--- config.mk ---
export PLATFORM = sky130hd
export DESIGN_NAME = exc_ret_check
export DESIGN_NICKNAME = d
export VERILOG_FILES = /design/src/rtl/exc_ret_pkg.sv /design/src/rtl/exc_ret_decode.sv /design/src/rtl/exc_ret_rules.sv /design/src/rtl/exc_ret_check.sv
export SDC_FILE = /design/constraint.sdc
export NUM_CORES = 1
export LEC_CHECK = 0
export BUFFER_PORTS_ARGS = -buffer_cell sky130_fd_sc_hd__buf_4
export CORE_MARGIN = 4
export CORE_UTILIZATION = 47
export DETAILED_ROUTE_END_ITERATION = 16
export GPL_TIMING_DRIVEN = 0
export PLACE_DENSITY = 0.8
export SLEW_MARGIN = 20
export SYNTH_ARGS = -nofsm -noshare
export SYNTH_HDL_FRONTEND = slang
export SYNTH_SLANG_ARGS = --single-unit
--- constraint.sdc ---
create_clock -name clk -period 3.6 [get_ports clk]
set_clock_uncertainty 0.15 [all_clocks]
set_input_delay 0.18 -clock clk [delete_from_list [all_inputs] [get_ports clk]]
set_output_delay 0.18 -clock clk [all_outputs]
set_load 0.005 [all_outputs]
--- src/rtl/exc_ret_pkg.sv ---
package exc_ret_pkg;

    typedef enum logic [1:0] {
        RK_HANDLER_MAIN,
        RK_THREAD_MAIN,
        RK_THREAD_PROC,
        RK_RESERVED
    } ret_kind_e;

    typedef enum logic [1:0] {
        ST_IDLE,
        ST_ACCEPT,
        ST_FAULT,
        ST_BRANCH
    } resp_state_e;

    localparam logic [31:0] MAGIC_HANDLER_MAIN = 32'hFFFF_FFF1;
    localparam logic [31:0] MAGIC_THREAD_MAIN  = 32'hFFFF_FFF9;
    localparam logic [31:0] MAGIC_THREAD_PROC  = 32'hFFFF_FFFD;

endpackage

--- src/rtl/exc_ret_decode.sv ---
module exc_ret_decode
    import exc_ret_pkg::*;
(
    input  logic [31:0] ret_value,
    output ret_kind_e   kind
);
    always_comb begin
        unique case (ret_value)
            MAGIC_HANDLER_MAIN: kind = RK_HANDLER_MAIN;
            MAGIC_THREAD_MAIN:  kind = RK_THREAD_MAIN;
            MAGIC_THREAD_PROC:  kind = RK_THREAD_PROC;
            default:            kind = RK_RESERVED;
        endcase
    end
endmodule

--- src/rtl/exc_ret_rules.sv ---
module exc_ret_rules
    import exc_ret_pkg::*;
#(
    parameter int NEXC  = 32,
    parameter int EXC_W = 9
) (
    input  ret_kind_e          kind,
    input  logic [EXC_W-1:0]   cur_excnum,
    input  logic [NEXC-1:0]    active_map,
    input  logic [EXC_W-1:0]   stacked_excnum,
    output logic               legal,
    output logic [NEXC-1:0]    cleared_map
);
    logic [NEXC-1:0] own_sel;

    // One-hot select of the returning exception; numbers past NEXC select nothing.
    for (genvar i = 0; i < NEXC; i++) begin : g_sel
        assign own_sel[i] = (cur_excnum == EXC_W'(i));
    end

    logic own_active;
    logic nested_left;
    logic stk_zero;

    assign cleared_map = active_map & ~own_sel;
    assign own_active  = |(active_map & own_sel);
    assign nested_left = |cleared_map;
    assign stk_zero    = (stacked_excnum == '0);

    always_comb begin
        unique case (kind)
            RK_HANDLER_MAIN: legal = own_active && !stk_zero;
            RK_THREAD_MAIN,
            RK_THREAD_PROC:  legal = own_active && !nested_left && stk_zero;
            default:         legal = 1'b0;
        endcase
    end
endmodule

--- src/rtl/exc_ret_check.sv ---
module exc_ret_check
    import exc_ret_pkg::*;
#(
    parameter int NEXC  = 32,
    parameter int EXC_W = 9
) (
    input  logic              clk,
    input  logic              rst_n,
    input  logic              req_valid,
    input  logic              in_handler,
    input  logic [31:0]       ret_value,
    input  logic [EXC_W-1:0]  cur_excnum,
    input  logic [NEXC-1:0]   active_map,
    input  logic [EXC_W-1:0]  stacked_excnum,
    input  logic              sticky_clr,
    output logic              rsp_accept,
    output logic              rsp_fault,
    output logic              rsp_branch,
    output logic              tgt_handler,
    output logic              tgt_psp,
    output logic [NEXC-1:0]   next_active,
    output logic              invpc_sticky
);
    ret_kind_e       kind;
    logic            legal;
    logic [NEXC-1:0] cleared_map;

    exc_ret_decode u_decode (
        .ret_value (ret_value),
        .kind      (kind)
    );

    exc_ret_rules #(.NEXC(NEXC), .EXC_W(EXC_W)) u_rules (
        .kind           (kind),
        .cur_excnum     (cur_excnum),
        .active_map     (active_map),
        .stacked_excnum (stacked_excnum),
        .legal          (legal),
        .cleared_map    (cleared_map)
    );

    resp_state_e     state_q, state_d;
    logic [NEXC-1:0] map_q;
    logic            hnd_q, psp_q;

    always_comb begin
        if (!req_valid)       state_d = ST_IDLE;
        else if (!in_handler) state_d = ST_BRANCH;
        else if (legal)       state_d = ST_ACCEPT;
        else                  state_d = ST_FAULT;
    end

    // State register plus the data captured alongside it.
    always_ff @(posedge clk) begin
        if (!rst_n) begin
            state_q      <= ST_IDLE;
            map_q        <= '0;
            hnd_q        <= 1'b0;
            psp_q        <= 1'b0;
            invpc_sticky <= 1'b0;
        end else begin
            state_q <= state_d;
            map_q   <= (state_d == ST_ACCEPT) ? cleared_map : active_map;
            hnd_q   <= (kind == RK_HANDLER_MAIN);
            psp_q   <= (kind == RK_THREAD_PROC);
            if (state_d == ST_FAULT)  invpc_sticky <= 1'b1;
            else if (sticky_clr)      invpc_sticky <= 1'b0;
        end
    end

    // Outputs decoded from the state.
    always_comb begin
        rsp_accept  = 1'b0;
        rsp_fault   = 1'b0;
        rsp_branch  = 1'b0;
        tgt_handler = 1'b0;
        tgt_psp     = 1'b0;
        next_active = '0;
        unique case (state_q)
            ST_ACCEPT: begin
                rsp_accept  = 1'b1;
                tgt_handler = hnd_q;
                tgt_psp     = psp_q;
                next_active = map_q;
            end
            ST_FAULT: begin
                rsp_fault   = 1'b1;
                next_active = map_q;
            end
            ST_BRANCH: begin
                rsp_branch  = 1'b1;
                next_active = map_q;
            end
            default: ;
        endcase
    end
endmodule

# Word level (Yosys, flattened, before mapping)
# Cells that the tools add are included.
# Widths: inputs -> output; s select.
# word_totals
inputBits	87
word_cells	76
output_inout_bits	38
reg_bits	37
# op_classes
muxes	14
eq_ne	41
n_reduce_logical	13
n_bitwise	3
# ops
cell	count
$eq 9x5->1 const B	16
$eq 32x32->1 const B	3
$eq 9x4->1 const B	8
$and 32x32->32	2
$mux 32	2
$reduce_or 32->1	2
$eq 9x3->1 const B	4
$not 32->32	1
$eq 9x2->1 const B	2
$logic_not 9->1	2
$eq 9x1->1 const B	1
$eq 2x2->1 const B	4
$mux 1	7
$eq 2x1->1 const B	3
$mux 2	3
$pmux 2 s3	1
$logic_and 1x1->1	3
$reduce_or 3->1	1
$logic_not 1->1	2
$logic_not 2->1	1
$pmux 1 s2	1
$reduce_bool 2->1	1
$reduce_or 2->1	1

# Depth between registers and ports, before layout
# logic_depth
depth_word	13
ltp_mapped	11
ltp_nobuf	10

# Cells and area by module
# A second synthesis with hierarchy kept.
# unflattened
hier_cells	382
hier_area_um2	2927.8
# by_module_without_submodules
mod	cells_per_inst	instances	seq_area_each_um2	area_each_um2
exc_ret_check	196	1	740.7	1725.4
exc_ret_rules	171	1	0.0	1107.3
exc_ret_decode	15	1	0.0	95.1

# Worst setup path after synthesis
# OpenSTA, ideal clock, no wires.
# synth_timing
path_kind	in2reg
from	input port ret_value[1]
to	register map_q[0]
setup_time_ns	0.134
n_path_buf	1
path_slack_ns	0.556
stages	10
arrival_ns	2.760
t_required_ns	3.316
path_cell_list	nand4b_1 > or4_1 > nor3_1 > nand2_1 > ha_1 > nand3_1 > or4_4 > o31ai_4 > buf_6 > a31oi_1
# synth_via
elab_chain_cells	10
word_cells_on_any_way	14
classes_between	eq/ne (6); mux (6); reduce/logical (2)
# synth_rtl
element	line	text
start: declaration	exc_ret_check.sv:11	input logic [31:0] ret_value,
$eq 32x32->1	exc_ret_decode.sv:8	unique case (ret_value)
$pmux 2 s3 (*)	exc_ret_decode.sv:8	
$eq 2x2->1 or $eq 2x1->1 (tied branches)	exc_ret_rules.sv:31	unique case (kind)
$reduce_or 2->1	exc_ret_rules.sv:31	
$pmux 1 s2 (*)	exc_ret_rules.sv:31	
$mux 2 (*)	exc_ret_check.sv:49	else if (legal) state_d = ST_ACCEPT;
$mux 2 (*)	exc_ret_check.sv:48	else if (!in_handler) state_d = ST_BRANCH;
$mux 2 (*)	exc_ret_check.sv:47	if (!req_valid) state_d = ST_IDLE;
$eq 2x1->1 (*)	exc_ret_check.sv:63	map_q <= (state_d == ST_ACCEPT) ? cleared_map : active_map;
$mux 32 (*)	exc_ret_check.sv:63	
end signal: assignment	exc_ret_check.sv:63	
end: declaration	exc_ret_check.sv:43	logic [NEXC-1:0] map_q;
# Mark *: on every way between the ends. The rest lies on a longest branch, timed or not.
# A chain may end at the register's enable or synchronous reset.

# Worst setup path in the final report
# layout_timing
from	input port ret_value[1]
to	register map_q[28]
# Same word-level chain as after synthesis.

==> qor.csv <==
metric,value,unit
cp.required,3.59,ns
io_pins,125,
muxShareOfSynthArea,4.22,%
htreeDepth,2,
area_delta_synth_final,44.9,%
cts_buffers,5,
wl_per_cell,17.9,µm
vdd_drop_max,195,µV
timing_hold_violations_final,0,
p_per_area,254,mW/mm²
wl,10400,µm
grt_max_degree,13,
r2r-end,invpc_sticky,
synth_xor_area_share,0,%
grt_pass1_vias,3414,
min_from,active_map[31],
grt_use_met1,35.3,%
cts.reportedPaths.clkPinSlew,0.07,ns
relSlewSlack,59.1,%
async_flop_share,0,%
clk_latency,0.28,ns
status,"finished, final reports clean",
yosys.area_share.simple,37.7,%
slew_violations,0,
pwr-share-comb,27.5,%
crit_path_top_delay_cell,or4_4,
synth_nets,456,
worstPathCellList,"buf_4, nand4b_1, or4_1, nor3_1, nand2_1, ha_1, nand3_1, or4_4, o31ai_4, buf_6, a31oi_1",
crit_fanout,10,
rr_worst_depth,3,
fin_crit,3.21,ns
hp-class,in -> reg,
port_buffers,123,
setup-violations-final,0,
postCtsHoldBufs,11,
routabilityCongestion,0.960,
netlist_area,0.00270,mm²
cts_buffer_depth,2,
use_met2,49.9,%
swShare,29.1,%
synth_area_per_cell,7.34,µm²
drive_above_1_share,29.5,%
fillers,467,
critPathTopFamily,simple AND/OR/NAND/NOR gates,
seq_power_share,43.9,%
switching_power,0.000288,W
power.share.clock,28.7,%
min_to,map_q[31],
synthFlopType,dfxtp_1,
cts_tree,done,
worstMarginPinSlew,0.614,ns
rrSetupSlack,2.58,ns
fmax,312,MHz
dr_total_vias,3467,
n_antenna_cell,0,
synth-seq-cells,37,
total_power,0.000991,W
p_leak,1.63,nW
busiest_layer,met2,
synth_top_family_by_area,simple AND/OR/NAND/NOR gates,
critPathMaxStageDelay,0.55,ns
die_y,83.7,µm
timing.rr.start,invpc_sticky,
end_kind,flip-flop,
cp_num_buf_inv,2,
antenna_found_initial,0,
grt_use_met3,3.85,%
nets,597,
startpoint_type,input pin,
synth_warnings,0,
cts_setup_buffers,0,
drcViolationCount,0,
drtPass1Iterations,6,
power.internal,0.000703,W
grtUsageTotal,28.7,%
yosysSeqAreaShare,27.5,%
dp_hpwl,8320,µm
yosys.area_share.adder,0.929,%
grt_pass1_wl,16500,µm
maxCapViolations,0,
cts_sinks,37,
synth_compound_area_share,23.4,%
start_util,48.6,%
hold_path_depth,3,
fin_crit_sh,89.1,%
ant_nets,0,
cts_resized,0,
die_x,83.7,µm
synth_edf_count,0,
rsz0062_at_grt,no,
core_area,0.00554,mm²
ys_types,53,
root_buffer,clkbuf_8,
die_area,0.00701,mm²
vias_per_cell,5.97,
crit_type,in -> reg,
drtIter0Drc,384,
setup-tns-final,0,ns
grt_overflow,0,
synth_cells,367,
arrival,3.20,ns
num_rows,27,
-- logic make-up (layout without fill, tap and decap cells) --
family,Yosys count,count (layout)
flip-flops,37,37
AND/OR/NAND/NOR,196,196
AO/OA/AOI/OAI,85,85
adder cells (fa/ha/maj),2,2
multiplexers,11,11
buffers and inverters,36,178
-- state kept, by name (all words and copies together) (netlist names) --
register,flops
map_q,32
state_q,2
hnd_q,1
invpc_sticky,1
psp_q,1
-- layout make-up --
cell class | instances | area [µm²] | area share, %
Multi-Input combinational cell | 294 | 1790 | 45.8
Timing Repair Buffer | 134 | 1030 | 26.5
Sequential cell | 37 | 741 | 19.0
Buffer | 29 | 140 | 3.59
Tap cell | 72 | 90.1 | 2.31
Clock buffer | 5 | 68.8 | 1.76
Inverter | 7 | 26.3 | 0.673
Clock inverter | 3 | 17.5 | 0.449
-- per-layer routing --
metal / vias to the layer above / part of all wire (%) / routed length (µm)
li1: 1625 / - / -
met1: 1593 / 40 / 4200
met2: 207 / 47 / 4920
met3: 42 / 8.6 / 900
met4: 0 / 3.7 / 387
met5: - / 0 / 0
-- worst min-delay path, delay by kind of cell --
kind | cells | cell delay, ns
AO/OA/AOI/OAI | 1 | 0.04
buffers and inverters | 1 | 0.13
AND/OR/NAND/NOR | 1 | 0.06
-- how the worst max path moves through the flow --
stage                       from        end  slack (ns)  cells after the start
global route        ret_value[1]  map_q[22]        0.24                     11
finish              ret_value[1]  map_q[28]        0.39                     11
global placement    ret_value[1]  map_q[21]        0.15                     11
detailed placement  ret_value[1]  map_q[14]        0.13                     11
CTS                 ret_value[1]  map_q[28]        0.41                     11
floorplan           ret_value[1]   map_q[0]        0.56                     10
-- per-stage QoR --
step / hold WS (ns) / setup slack [ns] / std cells / util [%] / area (µm²)
after floorplan: 0.130 / 0.556 / 367 / - / 2700
after global placement: 0.235 / 0.148 / 562 / 66.9 / 3710
after detailed placement: 0.236 / 0.134 / 562 / 66.9 / 3710
after CTS: 0.00330 / 0.409 / 581 / 70.5 / 3910
after global routing: 0.0116 / 0.242 / 581 / 70.5 / 3910
final: 0.00803 / 0.392 / 581 / 70.5 / 3910
-- power groups by stage --
stage               Sequential [W]  Combinational (W)  Clock (W)
CTS                       0.000435           0.000267   0.000287
global route              0.000436           0.000294   0.000298
finish                    0.000435           0.000272   0.000284
detailed placement        0.000444           0.000257          0
global placement          0.000443           0.000253          0
floorplan                 0.000442           0.000113          0
-- cells in the mapped netlist (all sizes together) (7+ instances only) --
cell type | number | area [µm²]
nand2 | 49 | 184
nor2 | 47 | 176
nor2b | 39 | 244
a31oi | 38 | 238
dfxtp | 37 | 741
clkbuf | 24 | 90.1
mux2i | 8 | 80.1
nand4 | 8 | 50.1
inv | 7 | 26.3
nor3b | 7 | 52.6
nor4 | 7 | 43.8
or2 | 7 | 43.8
-- cells in the final DEF (no fill, tap or decap), drive strengths merged, types with 2 or more instances in the layout --
cell,count
a21oi,3
a31oi,38
a41oi,4
and2,5
and3,3
and3b,2
buf,128
clkbuf,29
clkinv,2
dfxtp,37
dlygate4sd3,11
ha,2
inv,7
mux2,3
mux2i,8
nand2,49
nand2b,3
nand3,5
nand3b,2
nand4,8
nor2,47
nor2b,39
nor3,2
nor3b,7
nor4,7
o2111ai,3
o211ai,3
o21ai,3
o22ai,3
o31a,4
o31ai,4
o32ai,4
o41ai,4
or2,7
or3,2
or4,5
Power figures use the tool's default switching activity.
